===== config.mk =====
export PLATFORM = sky130hd
export DESIGN_NAME = adcseq_top
export DESIGN_NICKNAME = d
export VERILOG_FILES = /design/src/rtl/adcseq_pkg.sv /design/src/rtl/adcseq_ctrl_reg.sv /design/src/rtl/adcseq_fsm.sv /design/src/rtl/adcseq_result.sv /design/src/rtl/adcseq_top.sv
export SDC_FILE = /design/constraint.sdc
export NUM_CORES = 1
export LEC_CHECK = 0
export BUFFER_PORTS_ARGS = -buffer_cell sky130_fd_sc_hd__buf_4
export CORE_MARGIN = 5
export CORE_UTILIZATION = 28
export CTS_BUF_LIST = sky130_fd_sc_hd__clkbuf_2 sky130_fd_sc_hd__clkbuf_4 sky130_fd_sc_hd__clkbuf_8
export DETAILED_ROUTE_END_ITERATION = 10
export GPL_TIMING_DRIVEN = 0
export PLACE_DENSITY = 0.48
export SKIP_CTS_REPAIR_TIMING = 1
export SLEW_MARGIN = 25
export SYNTH_ARGS = -nofsm -noshare
export SYNTH_HDL_FRONTEND = slang
export SYNTH_SLANG_ARGS = --single-unit

===== constraint.sdc =====
create_clock -name clk -period 3.3 [get_ports clk]
set_clock_uncertainty 0.15 [all_clocks]
set_input_delay 0.495 -clock clk [delete_from_list [all_inputs] [get_ports clk]]
set_output_delay 0.495 -clock clk [all_outputs]
set_load 0.05 [all_outputs]

===== src/rtl/adcseq_pkg.sv =====
package adcseq_pkg;
  typedef enum logic [1:0] {
    MD_SS_RESTART = 2'b00,
    MD_SS_LOCK    = 2'b01,
    MD_CONT       = 2'b10,
    MD_PAUSE      = 2'b11
  } scan_mode_e;

  typedef enum logic [1:0] {
    ST_IDLE = 2'd0,
    ST_CONV = 2'd1,
    ST_HOLD = 2'd2
  } seq_state_e;
endpackage


===== src/rtl/adcseq_ctrl_reg.sv =====
module adcseq_ctrl_reg
  import adcseq_pkg::*;
#(
  parameter int CH_W = 3,
  localparam int CTRL_W = 2 + 2 * CH_W
) (
  input  logic              clk,
  input  logic              rst,
  input  logic              wr_en,
  input  logic [CTRL_W-1:0] wr_data,
  input  logic              busy,
  output scan_mode_e        mode,
  output logic [CH_W-1:0]   first_ch,
  output logic [CH_W-1:0]   last_ch,
  output logic              force_stop
);
  scan_mode_e wr_mode;
  assign wr_mode    = scan_mode_e'(wr_data[CTRL_W-1 -: 2]);
  assign force_stop = wr_en && busy && (wr_mode != mode);

  always_ff @(posedge clk) begin
    if (rst) begin
      mode     <= MD_SS_RESTART;
      first_ch <= '0;
      last_ch  <= '0;
    end else if (wr_en) begin
      if (!busy) begin
        mode     <= wr_mode;
        first_ch <= wr_data[2*CH_W-1 -: CH_W];
        last_ch  <= wr_data[CH_W-1:0];
      end else if (force_stop) begin
        mode <= wr_mode;
      end
    end
  end
endmodule


===== src/rtl/adcseq_fsm.sv =====
module adcseq_fsm
  import adcseq_pkg::*;
#(
  parameter int CH_W = 3
) (
  input  logic            clk,
  input  logic            rst,
  input  scan_mode_e      mode,
  input  logic [CH_W-1:0] first_ch,
  input  logic [CH_W-1:0] last_ch,
  input  logic            force_stop,
  input  logic            trig,
  input  logic            conv_done,
  output logic            busy,
  output logic            conv_start,
  output logic [CH_W-1:0] cur_ch,
  output logic            capture
);
  seq_state_e      state;
  logic            live;
  logic            restart;
  logic            at_last;
  logic [CH_W-1:0] next_ch;

  assign live    = (state == ST_CONV) && !conv_start;
  assign restart = live && trig && (mode == MD_SS_RESTART);
  assign capture = live && conv_done && !restart && !force_stop;
  assign at_last = (cur_ch == last_ch);
  assign next_ch = at_last ? first_ch : cur_ch + 1'b1;
  assign busy    = (state != ST_IDLE);

  always_ff @(posedge clk) begin
    if (rst) begin
      state      <= ST_IDLE;
      cur_ch     <= '0;
      conv_start <= 1'b0;
    end else begin
      conv_start <= 1'b0;
      if (force_stop) begin
        state <= ST_IDLE;
      end else begin
        case (state)
          ST_IDLE: begin
            if (trig) begin
              state      <= ST_CONV;
              cur_ch     <= first_ch;
              conv_start <= 1'b1;
            end
          end
          ST_CONV: begin
            if (restart) begin
              cur_ch     <= first_ch;
              conv_start <= 1'b1;
            end else if (capture) begin
              case (mode)
                MD_PAUSE: state <= ST_HOLD;
                MD_CONT: begin
                  cur_ch     <= next_ch;
                  conv_start <= 1'b1;
                end
                default: begin
                  if (at_last) begin
                    state <= ST_IDLE;
                  end else begin
                    cur_ch     <= next_ch;
                    conv_start <= 1'b1;
                  end
                end
              endcase
            end
          end
          ST_HOLD: begin
            if (trig) begin
              state      <= ST_CONV;
              cur_ch     <= next_ch;
              conv_start <= 1'b1;
            end
          end
          default: state <= ST_IDLE;
        endcase
      end
    end
  end
endmodule


===== src/rtl/adcseq_result.sv =====
module adcseq_result #(
  parameter int RES_W = 10
) (
  input  logic             clk,
  input  logic             rst,
  input  logic             capture,
  input  logic [RES_W-1:0] conv_data,
  input  logic             eoc_clr,
  output logic [RES_W-1:0] result,
  output logic             eoc
);
  always_ff @(posedge clk) begin
    if (rst) begin
      result <= '0;
      eoc    <= 1'b0;
    end else begin
      if (capture) begin
        result <= conv_data;
      end
      if (capture) begin
        eoc <= 1'b1;
      end else if (eoc_clr) begin
        eoc <= 1'b0;
      end
    end
  end
endmodule


===== src/rtl/adcseq_top.sv =====
module adcseq_top
  import adcseq_pkg::*;
#(
  parameter int CH_W  = 3,
  parameter int RES_W = 10,
  localparam int CTRL_W = 2 + 2 * CH_W
) (
  input  logic              clk,
  input  logic              rst,
  input  logic              cfg_wr,
  input  logic [CTRL_W-1:0] cfg_wdata,
  output logic [CTRL_W-1:0] cfg_rdata,
  input  logic              eoc_clr,
  input  logic              trig,
  output logic              conv_start,
  output logic [CH_W-1:0]   conv_ch,
  input  logic              conv_done,
  input  logic [RES_W-1:0]  conv_data,
  output logic [RES_W-1:0]  result,
  output logic              eoc,
  output logic              busy
);
  scan_mode_e      mode;
  logic [CH_W-1:0] first_ch;
  logic [CH_W-1:0] last_ch;
  logic [CH_W-1:0] cur_ch;
  logic            force_stop;
  logic            capture;

  adcseq_ctrl_reg #(.CH_W(CH_W)) u_reg (
    .clk        (clk),
    .rst        (rst),
    .wr_en      (cfg_wr),
    .wr_data    (cfg_wdata),
    .busy       (busy),
    .mode       (mode),
    .first_ch   (first_ch),
    .last_ch    (last_ch),
    .force_stop (force_stop)
  );

  adcseq_fsm #(.CH_W(CH_W)) u_fsm (
    .clk        (clk),
    .rst        (rst),
    .mode       (mode),
    .first_ch   (first_ch),
    .last_ch    (last_ch),
    .force_stop (force_stop),
    .trig       (trig),
    .conv_done  (conv_done),
    .busy       (busy),
    .conv_start (conv_start),
    .cur_ch     (cur_ch),
    .capture    (capture)
  );

  adcseq_result #(.RES_W(RES_W)) u_res (
    .clk       (clk),
    .rst       (rst),
    .capture   (capture),
    .conv_data (conv_data),
    .eoc_clr   (eoc_clr),
    .result    (result),
    .eoc       (eoc)
  );

  assign conv_ch   = cur_ch;
  assign cfg_rdata = {mode, (busy ? cur_ch : first_ch), last_ch};
endmodule


# Word-level counts from Yosys, hierarchy flattened
# Cells that the tools add are included.
dict set report word_totals {
  ff_bits 25
  in_bits 24
  out_inout_bits 24
  elab_cells 75
}
dict set report op_classes {
  n_addsub 1
  eq_ne 17
  mux 25
  bitwise_logic 2
  n_reduce_logical 22
}
# cell count
set op_table {}
lappend op_table {{3-bit 2-to-1 mux} 7}
lappend op_table {{2-bit 2-to-1 mux} 6}
lappend op_table {{2-bit inequality test, second input constant} 5}
lappend op_table {{3-bit by 2-bit inequality test with 1-bit output, second input constant} 3}
lappend op_table {{3-bit case mux with 3 select lines} 1}
lappend op_table {{1-bit logical AND} 8}
lappend op_table {{2-bit case mux with 2 select lines} 2}
lappend op_table {{7-bit AND reduction} 1}
lappend op_table {{2-bit equality test, second input constant} 3}
lappend op_table {{1-bit 2-to-1 mux} 6}
lappend op_table {{3-bit case mux with 2 select lines} 1}
lappend op_table {{5-bit AND reduction} 1}
lappend op_table {{2-bit zero test} 2}
lappend op_table {{2-bit by 1-bit inequality test with 1-bit output, second input constant} 2}
lappend op_table {{4-bit by 3-bit inequality test with 1-bit output, second input constant} 1}
lappend op_table {{1-bit case mux with 2 select lines} 2}
lappend op_table {{2-bit AND reduction} 2}
lappend op_table {{2-bit nonzero test} 2}
lappend op_table {{2-bit OR reduction} 2}
lappend op_table {{3-bit by 1-bit adder with 3-bit output, second input constant} 1}
lappend op_table {{3-bit equality test} 1}
lappend op_table {{1-bit zero test} 3}
lappend op_table {{3-bit nonzero test} 1}
lappend op_table {{2-bit by 1-bit equality test with 1-bit output, second input constant} 1}
lappend op_table {{2 further kinds} 3}

# Longest topological paths before layout
# Gate-level depths: netlist of run 1.
dict set report depth {
  ltp_word 10
  depth_mapped 8
}

# Cells and area by module
# Synthesis of run 1 repeated with hierarchy kept, for this count alone.
dict set report unflattened {
  cells_unflattened 140
  area_unflattened_um2 1327.5
}
# mod n_inst cells_per_inst area_per_inst_um2 seq_area_each_um2
set modules_own_cells {}
lappend modules_own_cells {adcseq_fsm 1 70 585.6 120.1}
lappend modules_own_cells {adcseq_result 1 36 389.1 220.2}
lappend modules_own_cells {adcseq_ctrl_reg 1 31 319.1 160.2}
lappend modules_own_cells {adcseq_top 1 3 33.8 0.0}

# Least setup slack after synthesis of run 1
# No wires, ideal clock.
dict set report synth_timing {
  path_kind {reg2reg}
  from {reg u_fsm.cur_ch[0]}
  to {reg u_fsm.cur_ch[0]}
  setup_ns 0.087
  t_arrival_ns 2.015
  slack_ns 1.047
  stages_incl_launch_ff 6
  n_path_buf 0
  synth_period_minus_slack_ns 2.253
  path_cell_list {dfxtp_1 -> xor2_1 -> or4_4 -> a21oi_4 -> nor3_2 -> nor4b_2}
}
dict set report synth_via {
  elab_chain_cells 7
}
# element line
set synth_lines {}
lappend synth_lines {{from (decl)} adcseq_fsm.sv:16} ;# output logic [CH_W-1:0] cur_ch,
lappend synth_lines {{from (signal assigned)} adcseq_fsm.sv:46} ;# cur_ch <= first_ch;
lappend synth_lines {{from (signal assigned)} adcseq_fsm.sv:52} ;# cur_ch <= first_ch;
lappend synth_lines {{from (signal assigned)} adcseq_fsm.sv:58} ;# cur_ch <= next_ch;
lappend synth_lines {{3-bit by 1-bit adder with 3-bit output or 3-bit equality test (tied branches)} {adcseq_fsm.sv:29, adcseq_fsm.sv:28}}
lappend synth_lines {{3-bit 2-to-1 mux} adcseq_fsm.sv:29} ;# assign next_ch = at_last ? first_ch : cur_ch + 1'b1;
lappend synth_lines {{3-bit 2-to-1 mux} adcseq_fsm.sv:62} ;# if (at_last) begin
lappend synth_lines {{3-bit case mux with 2 select lines} adcseq_fsm.sv:55} ;# case (mode)
lappend synth_lines {{3-bit 2-to-1 mux} adcseq_fsm.sv:54} ;# end else if (capture) begin
lappend synth_lines {{3-bit 2-to-1 mux} adcseq_fsm.sv:51} ;# if (restart) begin
lappend synth_lines {{3-bit case mux with 3 select lines} adcseq_fsm.sv:42} ;# case (state)
# Parallel ways exist; a longest one is shown, timed or not. The select of a mux whose other input is x is not followed.
# A chain may end at the register's enable or synchronous reset.

# Final worst setup path of run 1
dict set report layout_timing {
  from {reg u_fsm.state[0]}
  to {out cfg_rdata[5]}
}
dict set report layout_via {
  elab_chain_cells 2
}
# element line
set layout_lines {}
lappend layout_lines {{from (decl)} adcseq_fsm.sv:19} ;# seq_state_e state;
lappend layout_lines {{from (signal assigned)} adcseq_fsm.sv:34} ;# state <= ST_IDLE;
lappend layout_lines {{from (signal assigned)} adcseq_fsm.sv:40} ;# state <= ST_IDLE;
lappend layout_lines {{from (signal assigned)} adcseq_fsm.sv:45} ;# state <= ST_CONV;
lappend layout_lines {{2-bit nonzero test} adcseq_fsm.sv:30} ;# assign busy = (state != ST_IDLE);
lappend layout_lines {{3-bit 2-to-1 mux} adcseq_top.sv:68} ;# assign cfg_rdata = {mode, (busy ? cur_ch : first_ch), last_ch};
lappend layout_lines {{to (decl)} adcseq_top.sv:12} ;# output logic [CTRL_W-1:0] cfg_rdata,
# No other way between the ends.

==> out/summary.txt, run 1 <==
Min Tclk post-route - 2.647 ns
ANT nets after route - 0
Max VDD drop - 0.1694 mV
TritonCTS clock tree - yes
Count of final setup violators - 0
CTS H-tree depth - 1
CTS root buffer - clkbuf_8
Die ar. - 6377 µm²
Fin nets - 231
Outcome - finished clean
Die X - 79.86 µm
Hold path start - conv_data[2]
CP bufs+invs - 3
Number of synthesized flops with an enable pin - 0
Fmax - 377.8 MHz
CP max stage cell - buf_1
Path type of the worst setup path - reg -> out
Routing usage on met2 - 20.95%
TritonCTS buffer count - 3
Port Buf Inserts - 46
Mapped Area - 1366 µm²
Core area - 4723 µm²
Pins Over Slew Limit - 0
Tightest Pin Transition - 0.4912 ns
RSZ-0062 raised after global routing - false
Post-synth ARST share - 0%
Worst EP arrival - 2.00 ns
Final Hold Violating Endpoints - 0
Slowest cell delay on critical path - 0.40 ns
M1 GR Usage - 14.37%
Total gr overflow - 0
GR Util met3 - 3.612%
Setup crit end kind - output port
P_leak - 0.8624 nW
Critical Path Start Type - flop
Placer Congestion - 0.7726
Reg2reg start - u_fsm.state[0]$_SDFFE_PP0P_
Vias in the first global route - 1352
Layout cells sized above 1 - 31.84%
Worst hold margin - 0.2996 ns
Critical path required time - 2.65 ns
DRT iter0 DRCs - 90
Boundary pin count - 48
WL/cell - 13.72 µm
Slew HR - 67.25%
Synth cell types - 44
Skew-Pair Late Insertion Delay - 0.27 ns
First-pass GRT wire length - 6210 µm
Max Root-Sink Buffers - 2
FP Rows - 25
Register area share after synthesis - 36.63%
Post-synth top flop - dfxtp_1
Syn Inst Count - 151
Synth warnings - 0
Clk sink count - 25
Routed vias - 1258
Residual DRC - 0
Worst-path clk slew - 0.09 ns
Cell Chain, Critical Path - inv_1, ha_1, buf_1, mux2_2, buf_4
Post-synthesis register bit count - 25
Vias per Instance - 4.694
Starting density of the core - 28.93%
Crit path launch - u_fsm.state[0]$_SDFFE_PP0P_
GRT busiest layer - met2
Antenna violations before repair - 0
Placed Cells - 264
Routed wire length - 3677 µm
Family with the most delay on the worst path - buffers and inverters
HPWL Detailed - 2880 µm
Non-Filler Instances - 268
Largest net degree at the start of global routing - 14
Net Count, Synth - 180
Syn-to-layout area delta - 34.98%
TNS Setup - 0 ns
Ant. Diodes - 0
Pre-antenna DRT Iters - 4
Power Dens Cells - 428.4 nW/µm²
Crit-path max FO - 10
Die height - 79.86 µm
Max-cap violations - 0
GRT Util Overall - 12.11%
Tcrit/Tclk final - 80.21%
Mean post-synth cell area - 9.048 µm²
Hold WC Path Type - in -> reg
## layout make-up
cell class / instances / area (µm²)
inverters: 5 / 18.77
fillers: 501 / 2879
repair buffers: 46 / 345.3
plain buffers: 7 / 40.04
flip-flops and latches: 25 / 500.5
multi-input cells: 114 / 807.0
clock buffers: 4 / 48.80
well taps: 67 / 83.83
## path summary, 6_finish.rpt
| check | end | slack, ns | depth (start not counted) |
|---|---|---|---|
| worst min-delay path | u_res.result[2]$_SDFFE_PP0P_ | 0.30 | 3 |
| worst min register to register | u_res.eoc$_SDFFE_PP0P_ | 0.33 | 2 |
| worst max register to register | u_fsm.cur_ch[2]$_SDFFE_PP0P_ | 1.06 | 8 |
| worst max-delay path | cfg_rdata[5] | 0.65 | 5 |
## power breakdown
part / switching (W) / total, W / internal, W
Combinational: 0.000158 / 0.000258 / 0.000100
Sequential: 0.0000185 / 0.000337 / 0.000319
Clock: 0.000100 / 0.000195 / 0.0000946
Total: 0.000277 / 0.000790 / 0.000513
## placed cells by master (no fill, tap or decap), types with 3 or more instances in the layout
| cell type | instances |
|---|---|
| inv_1 | 5 |
| xor2_1 | 5 |
| nand2b_1 | 3 |
| clkbuf_8 | 3 |
| mux2i_1 | 12 |
| nor2_1 | 15 |
| nand2_1 | 14 |
| dfxtp_1 | 25 |
| buf_4 | 47 |
| nand3_1 | 9 |
| ha_1 | 5 |
| a21oi_1 | 11 |
| o21ai_0 | 6 |
| mux2_2 | 3 |
## per-stage QoR
step	total power [W]	area, µm²	setup slack, ns	utilization [%]
final	0.0007901	1844	0.6530	39.05
after global routing	0.0008373	1844	0.5337	39.05
after CTS	0.0008002	1844	0.6519	39.05
after detailed placement	0.0006025	1795	0.9657	38.01
after global placement	0.0006010	1795	0.9987	38.01
after floorplan	0.0005233	1366	1.047	-
## logic make-up (layout without fill, tap and decap cells)
| family | count (synthesis) | in the layout | synth area share [%] |
|---|---|---|---|
| AO/OA/AOI/OAI | 35 | 35 | 19.42 |
| XOR/XNOR | 5 | 5 | 3.205 |
| adder cells (fa/ha/maj) | 5 | 5 | 4.579 |
| buffers and inverters | 12 | 62 | 4.304 |
| flip-flops | 25 | 25 | 36.63 |
| multiplexers | 15 | 15 | 11.26 |
| AND/OR/NAND/NOR | 54 | 54 | 20.60 |
## worst register-to-register path, delay by kind of cell (launching register included)
family	cells	cell delay (ns)
simple gates	2	0.48
fa+ha+maj	1	0.27
flops	1	0.43
compound gates	3	0.50
buf+inv	2	0.30
## layer usage
layer  share of wire, %  vias up
met5                  0        -
met1                 42      586
met2                 50       31
li1                   -      639
met4               0.68        0
met3                6.5        2
## synthesized netlist by cell type (all sizes together), types with 2 or more instances
cell     n  area share [%]
a21oi   12             5.2
buf      6             2.7
dfxtp   25              37
ha       5             4.6
inv      5             1.4
mux2     3             2.5
mux2i   12             8.8
nand2   14             3.8
nand2b   3             1.4
nand3    9             3.3
nor2    15             4.1
nor2b    2            0.92
nor3b    2             1.1
o21ai    6             2.2
o31ai    2             1.1
o41ai    2             1.3
xor2     5             3.2
## flip-flops by register name (all words and copies together), names as in the netlist
signal / cells
u_reg.mode: 2
u_fsm.state: 2
u_res.result: 10
u_reg.first_ch: 3
u_fsm.conv_start: 1
u_res.eoc: 1
u_fsm.cur_ch: 3
u_reg.last_ch: 3
Note: power is estimated with default switching activity, not from simulation.
==> inputs of run 2 (changes only) <==
--- a/config.mk
+++ b/config.mk
@@ -11,7 +11,7 @@
 export CTS_BUF_LIST = sky130_fd_sc_hd__clkbuf_2 sky130_fd_sc_hd__clkbuf_4 sky130_fd_sc_hd__clkbuf_8
 export DETAILED_ROUTE_END_ITERATION = 10
 export GPL_TIMING_DRIVEN = 0
-export PLACE_DENSITY = 0.48
+export PLACE_DENSITY = 0.5
 export SKIP_CTS_REPAIR_TIMING = 1
 export SLEW_MARGIN = 25
 export SYNTH_ARGS = -nofsm -noshare
==> constraint.sdc (replaced) <==
create_clock -name clk -period 2.3 [get_ports clk]
set_clock_uncertainty 0.15 [all_clocks]
set_input_delay 0.345 -clock clk [delete_from_list [all_inputs] [get_ports clk]]
set_output_delay 0.345 -clock clk [all_outputs]
set_load 0.05 [all_outputs]
==> out/summary.txt, run 2 (synthesis results as in run 1) <==
Outcome - finished clean (unchanged)
Worst hold margin - 0.1393 ns (was 0.2996 ns)
Antenna violations before repair - 0 (unchanged)
Pins Over Slew Limit - 0 (unchanged)
Die X - 79.86 µm (unchanged)
Die ar. - 6377 µm² (unchanged)
Largest net degree at the start of global routing - 17 (was 14)
Max-cap violations - 0 (unchanged)
P_leak - 0.8655 nW (was 0.8624 nW)
Vias per Instance - 4.787 (was 4.694)
Commonest non-fill, non-tap cell in the layout - buf_4 (unchanged)
Final Hold Violating Endpoints - 0 (unchanged)
Number of fill cells - 483 (was 501)
Worst EP arrival - 1.72 ns (was 2.00 ns)
First-pass GRT wire length - 6120 µm (was 6210 µm)
TNS Setup - 0 ns (unchanged)
Vias in the first global route - 1303 (was 1352)
Fmax - 450.8 MHz
Residual DRC - 0 (unchanged)
Routed wire length - 3715 µm (was 3677 µm)
Boundary pin count - 48 (unchanged)
Ant. Diodes - 0 (unchanged)
Tot Pwr - 0.001143 W (was 0.0007901 W)
HPWL Detailed - 2972 µm (was 2880 µm)
Setup crit end kind - output port (unchanged)
Cell Chain, Critical Path - inv_1, ha_1, buf_4, mux2_2, buf_4 (was inv_1, ha_1, buf_1, mux2_2, buf_4)
Worst-path clk slew - 0.10 ns (was 0.09 ns)
Most frequent CP cell - buf_4
Skew-Pair Late Insertion Delay - 0.27 ns (about the same)
Routed vias - 1283 (was 1258)
Slowest cell delay on critical path - 0.36 ns (was 0.40 ns)
Fin nets - 231 (unchanged)
Max VDD drop - 0.3710 mV (was 0.1694 mV)
Min Tclk post-route - 2.218 ns
Tcrit/Tclk final - 96.45%
FP Rows - 25 (unchanged)
CP max stage cell - dfxtp_2 (was buf_1)
Max FFs per register - 10 (unchanged)
Count of final setup violators - 0 (unchanged)
Critical path required time - 1.80 ns (was 2.65 ns)
Max Root-Sink Buffers - 2 (unchanged)
Clk sink count - 25 (unchanged)
RSZ-0062 raised after global routing - false (unchanged)
Slew HR - 67.60% (was 67.25%)
Placer Congestion - 0.8651 (was 0.7726)
Hold WC Path Type - in -> reg (unchanged)
Syn-to-layout area delta - 35.99% (was 34.98%)
WL/cell - 13.86 µm (was 13.72 µm)
Most frequent cells in the layout - 48 x buf_4, 24 x dfxtp_1, 15 x nor2_1, 14 x nand2_1, 12 x mux2i_1 (was 47 x buf_4, 25 x dfxtp_1, 15 x nor2_1, 14 x nand2_1, 12 x mux2i_1)
GRT Util Overall - 11.93% (was 12.11%)
Core area - 4723 µm² (unchanged)
CTS root buffer - clkbuf_8 (unchanged)
TritonCTS buffer count - 3 (unchanged)
Path type of the worst setup path - reg -> out (unchanged)
Power Dens Cells - 614.9 nW/µm² (was 428.4 nW/µm²)
Starting density of the core - 28.93% (unchanged)
ANT nets after route - 0 (unchanged)
Port Buf Inserts - 46 (unchanged)
Pre-antenna DRT Iters - 4 (unchanged)
Layout cells sized above 1 - 33.83% (was 31.84%)
Die height - 79.86 µm (unchanged)
CTS H-tree depth - 1 (unchanged)
Critical Path Start Type - flop (unchanged)
TritonCTS clock tree - yes (unchanged)
DRT iter0 DRCs - 89 (was 90)
Total gr overflow - 0 (unchanged)
Crit-path max FO - 10 (unchanged)
Most flop-heavy register - u_res.result (unchanged)
Tightest Pin Transition - 0.4861 ns (was 0.4912 ns)
[run 2: cell types whose count changed in the layout (fill, tap and decap cells not counted), sizes merged]
| cell | previous run | this run |
|---|---|---|
| clkbuf | 5 | 4 |
| inv | 5 | 6 |
[run 2: where the power goes]
part / switching (W) / leakage [nW] / internal (W)
clock network: 0.000156 / 0.0261 / 0.000127
registers: 0.0000274 / 0.204 / 0.000458
logic: 0.000228 / 0.635 / 0.000147
[run 2: cell type report]
class                   count  area (µm²)  share of cell area [%]
plain buffers               7       43.79                   2.357
clock buffers               3       41.29                   2.222
clock inverters             1       8.758                  0.4714
inverters                   5       18.77                   1.010
multi-input cells         114       814.5                   43.84
flip-flops and latches     25       501.7                   27.00
well taps                  67       83.83                   4.512
repair buffers             46       345.3                   18.59
[run 2: worst max-delay path: cells and delay by family, from the launching register on]
kind / cells / cell delay (ns)
DFF: 1 / 0.36
buffers and inverters: 3 / 0.49
muxes: 1 / 0.35
adders and majority gates: 1 / 0.24
[run 2: path summary, 6_finish.rpt]
kind	depth (start not counted)	startpoint	slack [ns]	endpoint
max	5	u_fsm.state[0]$_SDFFE_PP0P_	0.08	cfg_rdata[5]
min	2	rst	0.14	u_fsm.cur_ch[1]$_SDFFE_PP0P_
max reg2reg	8	u_fsm.state[0]$_SDFFE_PP0P_	0.17	u_fsm.cur_ch[2]$_SDFFE_PP0P_
min reg2reg	2	u_res.eoc$_SDFFE_PP0P_	0.34	u_res.eoc$_SDFFE_PP0P_
[run 2: routing by layer]
metal | global-route usage (%) | vias to the layer above | routed length (µm)
met5 | 0 | - | 0
met4 | 2.703 | 0 | 38
met3 | 4.176 | 4 | 299
met2 | 21.79 | 47 | 1917
met1 | 13.18 | 592 | 1459
li1 | - | 640 | -
[run 2: through the flow]
step                      utilization, %  worst slack [ns]  area [µm²]  instances
after floorplan                        -           0.04739        1366        151
after global routing               39.34          0.003485        1858        268
after CTS                          39.07           -0.1827        1846        268
final                              39.34           0.08170        1858        268
after detailed placement           38.01           0.09398        1795        264
after global placement             38.01            0.1507        1795        264
==> inputs of run 3 (changes only) <==
--- a/config.mk
+++ b/config.mk
@@ -5,13 +5,13 @@
 export SDC_FILE = /design/constraint.sdc
 export NUM_CORES = 1
 export LEC_CHECK = 0
-export BUFFER_PORTS_ARGS = -buffer_cell sky130_fd_sc_hd__buf_4
 export CORE_MARGIN = 5
-export CORE_UTILIZATION = 28
+export CORE_UTILIZATION = 42
 export CTS_BUF_LIST = sky130_fd_sc_hd__clkbuf_2 sky130_fd_sc_hd__clkbuf_4 sky130_fd_sc_hd__clkbuf_8
 export DETAILED_ROUTE_END_ITERATION = 10
+export DONT_BUFFER_PORTS = 1
 export GPL_TIMING_DRIVEN = 0
-export PLACE_DENSITY = 0.5
+export PLACE_DENSITY = 0.57
 export SKIP_CTS_REPAIR_TIMING = 1
 export SLEW_MARGIN = 25
 export SYNTH_ARGS = -nofsm -noshare
==> out/summary.txt, run 3 (synthesis results as in run 1) <==
CTS H-tree depth - 1 (unchanged)
Final Hold Violating Endpoints - 0 (unchanged)
Path type of the worst setup path - reg -> reg (was reg -> out)
Critical path required time - 2.37 ns (was 1.80 ns)
Pins Over Slew Limit - 0 (unchanged)
Worst EP arrival - 2.30 ns (was 1.72 ns)
Critical Path Start Type - flop (unchanged)
Boundary pin count - 48 (unchanged)
WHS Endpoint - u_reg.mode[0]$_SDFFE_PP0P_ (was u_fsm.cur_ch[1]$_SDFFE_PP0P_)
CTS root buffer - clkbuf_4 (was clkbuf_8)
ANT nets after route - 0 (unchanged)
Fmax - 449.1 MHz (was 450.8 MHz)
Skew-Pair Late Insertion Delay - 0.33 ns (was 0.27 ns)
Hold path start - cfg_wdata[6] (was rst)
Largest net degree at the start of global routing - 17 (unchanged)
Residual DRC - 0 (unchanged)
Non-Filler Instances - 210 (was 268)
Tcrit/Tclk final - 96.81% (was 96.45%)
Port Buf Inserts - 0 (was 46)
Commonest non-fill, non-tap cell in the layout - dfxtp_1 (was buf_4)
FP Rows - 20 (was 25)
Die ar. - 4494 µm² (was 6377 µm²)
Worst-path clk slew - 0.15 ns (was 0.10 ns)
First-pass GRT wire length - 5768 µm (was 6120 µm)
Starting density of the core - 44.39% (was 28.93%)
Slew HR - 63.72% (was 67.60%)
Tot Pwr - 0.001033 W (was 0.001143 W)
Core area - 3078 µm² (was 4723 µm²)
FF-to-FF End - u_fsm.cur_ch[2]$_SDFFE_PP0P_ (unchanged)
HPWL Detailed - 2582 µm (was 2972 µm)
GRT Util Overall - 16.81% (was 11.93%)
Most frequent cells in the layout - 16 x dfxtp_1, 15 x nor2_1, 14 x nand2_1, 12 x mux2i_1 (was 48 x buf_4, 24 x dfxtp_1, 15 x nor2_1, 14 x nand2_1, 12 x mux2i_1)
Placer Congestion - 0.9385 (was 0.8651)
Fin nets - 196 (was 231)
WL/cell - 16.69 µm (was 13.86 µm)
Layout cells sized above 1 - 18.67% (was 33.83%)
DRT iter0 DRCs - 93 (was 89)
Routed wire length - 3505 µm (was 3715 µm)
Die X - 67.04 µm (was 79.86 µm)
Setup crit end kind - flop (was output port)
Count of final setup violators - 0 (unchanged)
Antenna violations before repair - 0 (unchanged)
Hold WC Path Type - in -> reg (unchanged)
Worst hold margin - 0.009868 ns (was 0.1393 ns)
Tightest Pin Transition - 0.5435 ns (was 0.4861 ns)
Power Dens Cells - 638.9 nW/µm² (was 614.9 nW/µm²)
Reg2reg start - u_reg.mode[1]$_SDFFE_PP0P_ (was u_fsm.state[0]$_SDFFE_PP0P_)
Min Tclk post-route - 2.227 ns (was 2.218 ns)
Syn-to-layout area delta - 18.32% (was 35.99%)
Ant. Diodes - 0 (unchanged)
Die height - 67.04 µm (was 79.86 µm)
Vias per Instance - 5.686 (was 4.787)
Outcome - finished clean (unchanged)
Vias in the first global route - 1189 (was 1303)
Most flop-heavy register - u_res.result (unchanged)
WHS Path Cells - 2 (unchanged)
Pre-antenna DRT Iters - 4 (unchanged)
Crit-path max FO - 8 (was 10)
Max-cap violations - 0 (unchanged)
Routed vias - 1194 (was 1283)
Placed Cells - 195 (was 264)
R2R cell count - 7 (was 8)
P_leak - 0.6842 nW (was 0.8655 nW)
Clk sink count - 25 (unchanged)
Max Root-Sink Buffers - 2 (unchanged)
Flop2flop setup slack - 0.07 ns (was 0.17 ns)
TritonCTS clock tree - yes (unchanged)
TritonCTS buffer count - 3 (unchanged)
Total gr overflow - 0 (unchanged)
Util after Layout - 52.52% (was 39.34%)
Max VDD drop - 0.4175 mV (was 0.3710 mV)
Max FFs per register - 10 (unchanged)
## run 3: cell count changes in the layout (fill, tap and decap cells not counted), sizes merged
cell	before	now
buf	52	6
dlygate4sd3	0	11
## run 3: cell type report
type | instances | area [µm²]
buffer | 7 | 43.79
multi-input combinational | 114 | 840.8
timing repair buffer | 11 | 110.1
fill | 301 | 1461
sequential | 25 | 516.7
clock buffer | 3 | 22.52
clock inverter | 1 | 8.758
inverter | 5 | 18.77
tap | 44 | 55.05
## run 3: per-layer routing
metal,share of wire [%],track usage (%),up-vias
met5,0,0,-
li1,-,-,577
met1,41,18.55,563
met2,50,28.96,50
met4,0.66,3.797,0
met3,8.6,7.926,4
## run 3: worst max-delay path by stage
stage	to	slack [ns]	cells past startpoint	start
final	u_fsm.cur_ch[2]$_SDFFE_PP0P_	0.07	7	u_reg.mode[1]$_SDFFE_PP0P_
after global routing	u_fsm.cur_ch[2]$_SDFFE_PP0P_	-0.03	8	u_fsm.state[1]$_SDFFE_PP0P_
after CTS	u_fsm.state[0]$_SDFFE_PP0P_	-0.26	5	u_fsm.cur_ch[0]$_SDFFE_PP0P_
after detailed placement	u_fsm.state[0]$_SDFFE_PP0P_	-0.18	5	u_fsm.cur_ch[0]$_SDFFE_PP0P_
after global placement	u_fsm.cur_ch[0]$_SDFFE_PP0P_	-0.14	5	u_fsm.cur_ch[0]$_SDFFE_PP0P_
after floorplan	u_fsm.cur_ch[0]$_SDFFE_PP0P_	0.05	5	u_fsm.cur_ch[0]$_SDFFE_PP0P_
## run 3: stage by stage
stage | setup WS [ns] | instance area (µm²) | setup TNS [ns]
2_1_floorplan | 0.04739 | 1366 | 0
3_3_place_gp | -0.1370 | 1421 | -0.3605
3_5_place_dp | -0.1777 | 1421 | -0.5599
4_1_cts | -0.2628 | 1453 | -1.475
5_1_grt | -0.03070 | 1617 | -0.03604
6_report | 0.07339 | 1617 | 0
## run 3: report_power, final
group / switching [W] / internal [W]
clock network: 0.000143 / 0.0000709
logic: 0.000157 / 0.000109
registers: 0.0000935 / 0.000460
total: 0.000393 / 0.000640
## run 3: critical path, cell delays in order (launching register included)
cell      delay, ns
dfxtp_4        0.43
buf_6          0.15
xor2_1         0.17
o21a_1         0.26
or3_1          0.36
buf_2          0.19
o311ai_1       0.29
o41ai_1        0.12
